==> config.mk <==
export PLATFORM = sky130hd
export DESIGN_NAME = hs_engine
export DESIGN_NICKNAME = d
export VERILOG_FILES = /design/src/rtl/hs_pkg.sv /design/src/rtl/hs_cipher.sv /design/src/rtl/hs_ctrl.sv /design/src/rtl/hs_engine.sv
export SDC_FILE = /design/constraint.sdc
export NUM_CORES = 1
export LEC_CHECK = 0
export BUFFER_PORTS_ARGS = -buffer_cell sky130_fd_sc_hd__buf_2
export CAP_MARGIN = 30
export CORE_MARGIN = 4
export CORE_UTILIZATION = 60
export CTS_CLUSTER_DIAMETER = 30
export CTS_CLUSTER_SIZE = 25
export DETAILED_ROUTE_END_ITERATION = 8
export PLACE_DENSITY = 0.81
export SLEW_MARGIN = 20
export SYNTH_ARGS = -nofsm -noshare
export SYNTH_HDL_FRONTEND = slang
export SYNTH_SLANG_ARGS = --single-unit
==> constraint.sdc <==
create_clock -name clk -period 14.2 [get_ports clk]
set_input_delay 1.42 -clock clk [delete_from_list [all_inputs] [get_ports clk]]
set_output_delay 1.42 -clock clk [all_outputs]
set_load 0.1 [all_outputs]
==> src/rtl/hs_pkg.sv <==
package hs_pkg;
  typedef enum logic [1:0] {
    OP_LOAD   = 2'd0,
    OP_STORE  = 2'd1,
    OP_REDUCE = 2'd2,
    OP_XCODE  = 2'd3
  } hs_op_e;

  typedef enum logic [1:0] {
    ST_OK   = 2'd0,
    ST_ADDR = 2'd1,
    ST_PROT = 2'd2
  } hs_status_e;

  typedef enum logic [2:0] {
    S_IDLE,
    S_NAME,
    S_LOOK,
    S_TAG1,
    S_TAG2
  } hs_state_e;
endpackage

==> src/rtl/hs_cipher.sv <==
// Keyed invertible permutation: add round key, rotate, xor round key.
module hs_cipher #(
  parameter int BW     = 16,
  parameter int ROUNDS = 4,
  parameter int ROT    = 5,
  parameter int KROT   = 4,
  parameter int RC     = 32'h9E37
) (
  input  logic [BW-1:0] din,
  input  logic [BW-1:0] key,
  input  logic          decrypt,
  output logic [BW-1:0] dout
);
  localparam int RS = ROT % BW;

  function automatic logic [BW-1:0] rotl(input logic [BW-1:0] x, input int n);
    if (n == 0) return x;
    return (x << n) | (x >> (BW - n));
  endfunction

  function automatic logic [BW-1:0] rotr(input logic [BW-1:0] x, input int n);
    if (n == 0) return x;
    return (x >> n) | (x << (BW - n));
  endfunction

  logic [BW-1:0] rk  [ROUNDS];
  logic [BW-1:0] enc [ROUNDS+1];
  logic [BW-1:0] dec [ROUNDS+1];

  assign enc[0] = din;
  assign dec[0] = din;

  for (genvar i = 0; i < ROUNDS; i++) begin : g_round
    localparam int KS = (KROT * i) % BW;
    localparam logic [BW-1:0] RCI = BW'(RC * (i + 1));
    assign rk[i]    = rotl(key, KS) ^ RCI;
    assign enc[i+1] = rotl(enc[i] + rk[i], RS) ^ rk[i];
    // inverse walks the round keys backwards
    assign dec[i+1] = rotr(dec[i] ^ rk[ROUNDS-1-i], RS) - rk[ROUNDS-1-i];
  end

  assign dout = decrypt ? dec[ROUNDS] : enc[ROUNDS];
endmodule

==> src/rtl/hs_ctrl.sv <==
// Sequencer and datapath registers; drives the shared cipher instance.
module hs_ctrl
  import hs_pkg::*;
#(
  parameter int BW = 16,
  parameter int PW = 8
) (
  input  logic          clk,
  input  logic          rst,
  input  logic          start,
  input  hs_op_e        op,
  input  logic [BW-1:0] in_name,
  input  logic [PW-1:0] in_port,
  input  logic [BW-1:0] in_tag,
  input  logic [PW-1:0] mask,
  input  logic [BW-1:0] proc_key,
  input  logic [BW-1:0] alt_key,
  input  logic [PW-1:0] alt_port,
  input  logic          lk_ack,
  input  logic          lk_miss,
  input  logic [BW-1:0] lk_key,
  input  logic [BW-1:0] ciph_out,
  output logic [BW-1:0] ciph_in,
  output logic [BW-1:0] ciph_key,
  output logic          ciph_dec,
  output logic          lk_req,
  output logic [BW-1:0] lk_name,
  output logic          busy,
  output logic          done,
  output hs_status_e    status,
  output logic [BW-1:0] out_name,
  output logic [PW-1:0] out_port,
  output logic [BW-1:0] out_tag
);
  localparam int OWN = PW - 1;

  hs_state_e     state;
  hs_op_e        op_q;
  logic [BW-1:0] src_q, tag_in_q, nkey_q, ks_q, plain_q, sstar_q, mid_q;
  logic [PW-1:0] port_q, mask_q;
  logic          own_ok_q;

  assign busy    = (state != S_IDLE);
  assign lk_req  = (state == S_LOOK);
  assign lk_name = plain_q;

  always_comb begin
    ciph_dec = (state == S_NAME) && (op_q == OP_LOAD);
    ciph_key = (state == S_NAME) ? nkey_q : ks_q;
    unique case (state)
      S_NAME:  ciph_in = src_q;
      S_TAG1:  ciph_in = sstar_q;
      default: ciph_in = mid_q ^ BW'(port_q);
    endcase
  end

  always_ff @(posedge clk) begin
    if (rst) begin
      state    <= S_IDLE;
      op_q     <= OP_LOAD;
      src_q    <= '0;
      tag_in_q <= '0;
      nkey_q   <= '0;
      ks_q     <= '0;
      plain_q  <= '0;
      sstar_q  <= '0;
      mid_q    <= '0;
      port_q   <= '0;
      mask_q   <= '0;
      own_ok_q <= 1'b0;
      done     <= 1'b0;
      status   <= ST_OK;
      out_name <= '0;
      out_port <= '0;
      out_tag  <= '0;
    end else begin
      done <= 1'b0;
      case (state)
        S_IDLE: if (start) begin
          op_q     <= op;
          src_q    <= in_name;
          tag_in_q <= in_tag;
          mask_q   <= (op == OP_REDUCE || op == OP_XCODE) ? mask : '1;
          port_q   <= (op == OP_REDUCE || op == OP_XCODE) ? (in_port & mask) : in_port;
          nkey_q   <= (op == OP_XCODE) ? alt_key : proc_key;
          own_ok_q <= in_port[OWN] & alt_port[OWN];
          state    <= S_NAME;
        end
        S_NAME: begin
          if (op_q == OP_XCODE && !own_ok_q) begin
            done     <= 1'b1;
            status   <= ST_PROT;
            out_name <= '0;
            out_port <= '0;
            out_tag  <= '0;
            state    <= S_IDLE;
          end else begin
            if (op_q == OP_LOAD) begin
              plain_q <= ciph_out;
              sstar_q <= src_q;
            end else begin
              plain_q <= src_q;
              sstar_q <= ciph_out;
            end
            state <= S_LOOK;
          end
        end
        S_LOOK: if (lk_ack) begin
          if (lk_miss) begin
            done     <= 1'b1;
            status   <= ST_ADDR;
            out_name <= '0;
            out_port <= '0;
            out_tag  <= '0;
            state    <= S_IDLE;
          end else begin
            ks_q  <= lk_key;
            state <= S_TAG1;
          end
        end
        S_TAG1: begin
          mid_q <= ciph_out;
          state <= S_TAG2;
        end
        S_TAG2: begin
          done  <= 1'b1;
          state <= S_IDLE;
          if (op_q == OP_LOAD) begin
            if (ciph_out == tag_in_q) begin
              status   <= ST_OK;
              out_name <= plain_q;
              out_port <= port_q;
              out_tag  <= '0;
            end else begin
              status   <= ST_PROT;
              out_name <= '0;
              out_port <= '0;
              out_tag  <= '0;
            end
          end else begin
            status   <= ST_OK;
            out_name <= sstar_q;
            out_port <= port_q;
            out_tag  <= ciph_out;
          end
        end
        default: state <= S_IDLE;
      endcase
    end
  end

  // result strobe lasts one cycle
  a_r8_done_pulse: assert property (@(posedge clk) disable iff (rst) done |=> !done);
  // request and name held until acknowledged
  a_r8_req_hold: assert property (@(posedge clk) disable iff (rst)
    (lk_req && !lk_ack) |=> (lk_req && $stable(lk_name)));
  // failed operations leave no partial result
  a_r5_err_zero: assert property (@(posedge clk) disable iff (rst)
    (done && status != ST_OK) |-> (out_name == '0 && out_port == '0 && out_tag == '0));
  // a sealed masked port never carries a bit the mask cleared
  a_r6_mask_kept: assert property (@(posedge clk) disable iff (rst)
    (done && status == ST_OK && op_q != OP_LOAD) |-> ((out_port & ~mask_q) == '0));
  // refused transcode never reaches the key lookup
  a_r7_no_lookup: assert property (@(posedge clk) disable iff (rst)
    (lk_req && op_q == OP_XCODE) |-> own_ok_q);
  // idle engine raises no request
  a_r1_idle_quiet: assert property (@(posedge clk) disable iff (rst) !busy |-> !lk_req);
endmodule

==> src/rtl/hs_engine.sv <==
module hs_engine #(
  parameter int BW     = 16,
  parameter int PW     = 8,
  parameter int ROUNDS = 4,
  parameter int ROT    = 5
) (
  input  logic          clk,
  input  logic          rst,
  input  logic          start,
  input  logic [1:0]    op,
  input  logic [BW-1:0] in_name,
  input  logic [PW-1:0] in_port,
  input  logic [BW-1:0] in_tag,
  input  logic [PW-1:0] mask,
  input  logic [BW-1:0] proc_key,
  input  logic [BW-1:0] alt_key,
  input  logic [PW-1:0] alt_port,
  output logic          lk_req,
  output logic [BW-1:0] lk_name,
  input  logic          lk_ack,
  input  logic          lk_miss,
  input  logic [BW-1:0] lk_key,
  output logic          busy,
  output logic          done,
  output logic [1:0]    status,
  output logic [BW-1:0] out_name,
  output logic [PW-1:0] out_port,
  output logic [BW-1:0] out_tag
);
  import hs_pkg::*;

  logic [BW-1:0] c_in, c_key, c_out;
  logic          c_dec;
  hs_status_e    st;

  hs_cipher #(.BW(BW), .ROUNDS(ROUNDS), .ROT(ROT)) u_cipher (
    .din(c_in), .key(c_key), .decrypt(c_dec), .dout(c_out)
  );

  hs_ctrl #(.BW(BW), .PW(PW)) u_ctrl (
    .clk(clk), .rst(rst), .start(start), .op(hs_op_e'(op)),
    .in_name(in_name), .in_port(in_port), .in_tag(in_tag), .mask(mask),
    .proc_key(proc_key), .alt_key(alt_key), .alt_port(alt_port),
    .lk_ack(lk_ack), .lk_miss(lk_miss), .lk_key(lk_key),
    .ciph_out(c_out), .ciph_in(c_in), .ciph_key(c_key), .ciph_dec(c_dec),
    .lk_req(lk_req), .lk_name(lk_name), .busy(busy), .done(done),
    .status(st), .out_name(out_name), .out_port(out_port), .out_tag(out_tag)
  );

  assign status = st;
endmodule

Word level (Yosys, flattened, before mapping). Index checks and enable logic that the tools add are counted.

Register bits after elaboration: 169. Latch bits: 0. RAM bits: 0. Bits in read-only memories: 0. Input bits: 111. Output and inout port bits: 61. Word-level logic and storage cells: 113. Memories kept: 0.

Add/subtract/negate cells: 8. Multipliers: 0. Div/mod/pow operators: 0. Order comparisons: 0. Equal/unequal tests: 12. Shift operators: 0. Multiplexer cells: 36. Bitwise operators: 28. Reductions and logical operators: 13.

Operators by type and width (count): 2-to-1 mux 16 bit (11); XOR 16 bit (8); one-hot mux 16 bit (3 select lines) (2); adder 16 bit (4); bitwise OR 11 x 16 -> 16 bit (4); bitwise OR 16 x 5 -> 16 bit (4); subtractor 16 bit (4); 2-to-1 mux 8 bit (6); one-hot mux 16 bit (2 select lines) (1); inverter 9 bit (3); one-hot mux 8 bit (3 select lines) (1); equality test 16 bit (1); bitwise OR 16 x 12 -> 16 bit (1); bitwise OR 16 x 4 -> 16 bit (1); bitwise OR 16 x 8 -> 16 bit (1); XOR 16 x 8 -> 16 bit (1); 2-to-1 mux 2 bit (7); one-hot mux 3 bit (4 select lines) (1); inverter 10 bit (1); AND 8 bit (1); equality test 2 bit, second input constant (3); equality test 3 x 2 -> 1 bit, second input constant (2); 2-to-1 mux 3 bit (2); one-hot mux 2 bit (3 select lines) (1); 17 further kinds (26).

Depth between registers and ports, before layout.
Depth in word-level cells: 21. Gate-level depth with buffers: 49. Mapped depth without buffers: 43.

Modules after synthesis. From an unflattened synthesis, not the netlist that was laid out.

Cells, all modules: 1814. Area, all modules: 14204.9 sq um.

By module, submodules not included: hs_ctrl (times used 1, cells an instance 943, area each 7531.0 sq um, seq. area each 3383.2 sq um); hs_cipher (times used 1, cells an instance 871, area each 6673.9 sq um, seq. area each 0.0 sq um).

Least setup slack after synthesis. Ideal clock, no wire load.

Path type: reg2reg. Start point: reg u_ctrl.state[1]. End point: reg u_ctrl.out_name[10]. Setup time: 127 ps. Arrival: 10512 ps. Required time: 14073 ps. Slack: 3561 ps. Cell stages (with the launch flop): 46. Path buffers: 5. Clock period less this slack: 10639 ps. Path through: dfxtp_1 > buf_2 > buf_1 > buf_1 > mux2i_1 > o21ai_0 > ha_1 > a21o_1 > a21o_1 > a21o_1 > a31o_2 > a211oi_1 > nor2_1 > xnor2_1 > ha_1 > fa_1 > a21o_1 > a21o_1 > (+10 left out) > nor3_1 > a2111oi_0 > o31ai_1 > a21o_1 > a21oi_1 > xnor2_1 > ha_1 > o21ai_0 > a21oi_1 > a221o_1 > o31ai_1 > mux2_2 > or4_1 > nand4_1 > or4_1 > buf_2 > buf_2 > o21ai_0.

Longest elaborated chain between the ends: 21. Elaborated cells on any way between the ends: 48. Those cells by class: 8 x add/sub; 8 x eq/ne; 6 x mux; 23 x bitwise; 3 x reduce/logical.

RTL lines: from (decl) (line hs_ctrl.sv:37) `hs_state_e state;`; from (signal assigned) (line hs_ctrl.sv:59) `state <= S_IDLE;`; from (signal assigned) (line hs_ctrl.sv:87) `state <= S_NAME;`; from (signal assigned) (line hs_ctrl.sv:96) `state <= S_IDLE;`; equality test 3 x 1 -> 1 bit; 2-to-1 mux 16 bit (line hs_ctrl.sv:49) `ciph_key = (state == S_NAME) ? nkey_q : ks_q;`; bitwise OR 16 x 12 -> 16 bit (line hs_cipher.sv:18) `return (x << n) | (x >> (BW - n));`; inverter 9 bit (no source line); XOR 16 bit (line hs_cipher.sv:39) `assign dec[i+1] = rotr(dec[i] ^ rk[ROUNDS-1-i], RS) - rk[ROUNDS-1-i];`; bitwise OR 11 x 16 -> 16 bit (line hs_cipher.sv:23) `return (x >> n) | (x << (BW - n));`; subtractor 16 bit (line hs_cipher.sv:39); XOR 16 bit (line hs_cipher.sv:39); (+5 left out); XOR 16 bit (line hs_cipher.sv:39); bitwise OR 11 x 16 -> 16 bit (line hs_cipher.sv:23); subtractor 16 bit (line hs_cipher.sv:39); 2-to-1 mux 16 bit (line hs_cipher.sv:42) `assign dout = decrypt ? dec[ROUNDS] : enc[ROUNDS];`; equality test 16 bit (line hs_ctrl.sv:129) `if (ciph_out == tag_in_q) begin`; 2-to-1 mux 16 bit (line hs_ctrl.sv:129); 2-to-1 mux 16 bit (line hs_ctrl.sv:128) `if (op_q == OP_LOAD) begin`; one-hot mux 16 bit (3 select lines) (line hs_ctrl.sv:78) `case (state)`; to (signal assigned) (line hs_ctrl.sv:131) `out_name <= plain_q;`; to (signal assigned) (line hs_ctrl.sv:142) `out_name <= sstar_q;`; to (decl) (line hs_ctrl.sv:31) `output logic [BW-1:0] out_name,`.

Several ways; a longest one is shown, not always the timed one. A chain may end at the register's enable or synchronous reset.

Final worst setup path.
Start point: reg u_ctrl.state[1]. End point: reg u_ctrl.out_name[5].

Same word-level chain as after synthesis.

==> results.tsv <==
metric	value	unit
status	completed	
met2 Use GR	52.49	%
Via density	6.309	
Internal	0.002033	W
Top Ports	172	
Clock Path Buffers	2	
clk_skew	0.03197	ns
top_reg_cell synth	dfxtp_1	
Syn Inst Count	1831	
pre-CTS setup slack	1.634	ns
final period utilization	91.01	%
first-pass GRT wire length	70860	um
hold wc startpoint	u_ctrl.own_ok_q	
WL per Instance	19.85	um
most frequent cells in the layout	nand2_1 (233), xnor2_1 (179), dfxtp_1 (169)	
Least-Margin Pin Slew	0.9380	ns
initial antenna violation count	0	
CP startpoint kind	register	
drt total wl	45400	um
Placed Area	0.01557	mm2
Max Cap Viol	0	
pwr dens	269.8	mW/mm2
htree depth	4	
clock transition at the registers of the reported paths	0.08	ns
Crit. End Element	register	
clock share of power	11.2	%
met3 Use GR	4.693	%
Nets	2197	
final instance area	0.01624	mm2
Post-CTS Hold Buffers	0	
GRT Total Usage	33.12	%
Via Count	14430	
Die W	163.2	um
HP Class	reg -> reg	
CTS Sinks	169	
cell count after placement	2254	
Combinational Power Share	76.6	%
final setup fails	0	
GRT met1 Usage	43.56	%
synth unique cells	73	
residual DRC count	0	
initial core utilization	61.18	%
die area	0.02662	mm2
CP Launch Point	u_ctrl.state[1]	
layer with the highest usage	met2	
switching part of the total	53.60	%
post-synthesis sequential area ratio	23.42	%
First-pass DRT Iterations	8	
# rows	56	
Worst-Skew Late Latency	0.45	ns
Fin Setup TNS	0	ns
Area contributors post-synth	dfxtp_1 (23%), xnor2_1 (11%), ha_1 (11%)	
CTS tree	done	
Synth-to-Final Area Change	12.41	%
fin cells	2287	
Fmax achieved	77.38	MHz
worst flop-to-flop path startpoint	u_ctrl.state[1]	
Mapped Avg Cell Area	7.890	um2
post-synthesis register bit count	169	
syn nets	2073	
worst stage delay on the critical path	0.74	ns
Antenna Cells	0	
Setup CP Type	reg -> reg	
Slew Viols, Final	0	
ys async rst share	0	%
Post-DP HPWL	33780	um
Crit Path Max Fanout	25	
register share of total power	12.3	%
Peak VDD IR	0.1931	mV
total gr overflow	0	
CP arrival	13.20	ns
Cell Area, Synth	0.01445	mm2
Post-synth EDFFs	0	
Iter 0 DRT Violations	1512	
Yosys Warn Count	0	
most common cell after layout, fill and taps aside	nand2_1	
GP Congestion	0.9940	
top cell type's share of synthesized area	23.42	%
Num CTS Buffers	17	
final critical-path setup slack	1.276	ns
# port buffers	164	
core box area	0.02361	mm2
Root Buffer Master	clkbuf_16	
post-CTS sizing	0	
Leakage	6.931	nW
cell taking the most area after synthesis	dfxtp_1	
slowest CP cell	or4_1	
post-route antenna net violation count	0	
share of cells above drive strength 1	14.28	%
largest net degree at the start of global routing	100	
postcts setup bufs	0	
worst rel slew slack	36.80	%
setup repair after global routing missed its margin	no	
chip height	163.2	um
Worst EP required	14.48	ns
Overall Power	0.004382	W
vias in the first global route	13590	
minimum clock period	12.92	ns
endpoints failing hold	0	
Psw	0.002349	W
-- logic make-up after synthesis --
logic type	synth area share, %
and+or+nand+nor	19.94
AOI/OAI and AO/OA	21.34
xor gates and xnor gates	15.97
DFF	23.42
buffers and inverters	3.759
adders and majority gates	11.76
muxes	3.811
-- synth_stat cells, drive strengths merged, types with 6 or more instances --
master,count
a2111oi,8
a211oi,44
a21o,41
a21oi,161
a22oi,28
a311oi,20
a31o,7
a31oi,7
a32oi,9
and2,6
and3,31
buf,28
clkbuf,66
dfxtp,169
fa,8
ha,123
inv,41
mux2i,46
nand2,233
nand2b,19
nand3,53
nand4,24
nor2,159
nor2b,9
nor3,42
nor4,6
o211ai,12
o21a,6
o21ai,68
o21bai,11
o31ai,15
or2,7
or3,17
xnor2,183
xor2,64
-- worst paths after layout --
path,cells past startpoint,slack [ns],endpoint
setup / recovery,40,1.28,u_ctrl.out_name[5]
hold / removal,2,0.46,u_ctrl.own_ok_q
setup reg to reg,40,1.28,u_ctrl.out_name[5]
hold reg to reg,2,0.46,u_ctrl.own_ok_q
-- worst max-delay path, delay by kind of cell (launching register included) --
kind	cells	cell delay [ns]
AOI/OAI and AO/OA	18	5.56
xor gates and xnor gates	2	0.28
adders and majority gates	5	1.85
buffers and inverters	4	1.20
DFF	1	0.31
muxes	2	0.67
and+or+nand+nor	9	2.85
-- cell type report --
cell class | count | area [um2]
flip-flops and latches | 169 | 3383
clock inverters | 15 | 211.5
well taps | 319 | 399.1
multi-input cells | 1527 | 10560
repair buffers | 199 | 1106
clock buffers | 17 | 425.4
fillers | 1952 | 7373
inverters | 41 | 153.9
-- power groups by stage --
| stage | registers, W | clock network, W | logic [W] |
|---|---|---|---|
| 2_1_floorplan | 0.000626 | 0 | 0.00238 |
| 6_report | 0.000537 | 0.000490 | 0.00335 |
| 3_5_place_dp | 0.000546 | 0 | 0.00323 |
| 5_1_grt | 0.000540 | 0.000509 | 0.00360 |
| 3_3_place_gp | 0.000546 | 0 | 0.00317 |
| 4_1_cts | 0.000536 | 0.000492 | 0.00327 |
-- per-layer routing --
| metal | wire [um] | vias up |
|---|---|---|
| met5 | 0 | - |
| met4 | 2596 | 0 |
| li1 | - | 6803 |
| met2 | 20090 | 737 |
| met3 | 3971 | 148 |
| met1 | 18740 | 6741 |
-- metrics by stage --
step                util [%]  hold slack, ns
global placement       65.95          0.4478
CTS                    68.66          0.4618
detailed placement     65.96          0.4516
floorplan                  -          0.4267
finish                 68.77          0.4604
global route           68.77          0.4901
-- flip-flops by register name (all words and copies together), names as in the netlist --
| name | count |
|---|---|
| u_ctrl.nkey_q | 16 |
| u_ctrl.lk_name | 16 |
| u_ctrl.state | 3 |
| u_ctrl.port_q | 8 |
| u_ctrl.status | 2 |
| u_ctrl.sstar_q | 16 |
| u_ctrl.mid_q | 16 |
| u_ctrl.out_tag | 16 |
| u_ctrl.own_ok_q | 1 |
| u_ctrl.done | 1 |
| u_ctrl.out_port | 8 |
| u_ctrl.src_q | 16 |
| u_ctrl.op_q | 2 |
| u_ctrl.ks_q | 16 |
| u_ctrl.out_name | 16 |
| u_ctrl.tag_in_q | 16 |
Power figures use the tool's default switching activity.
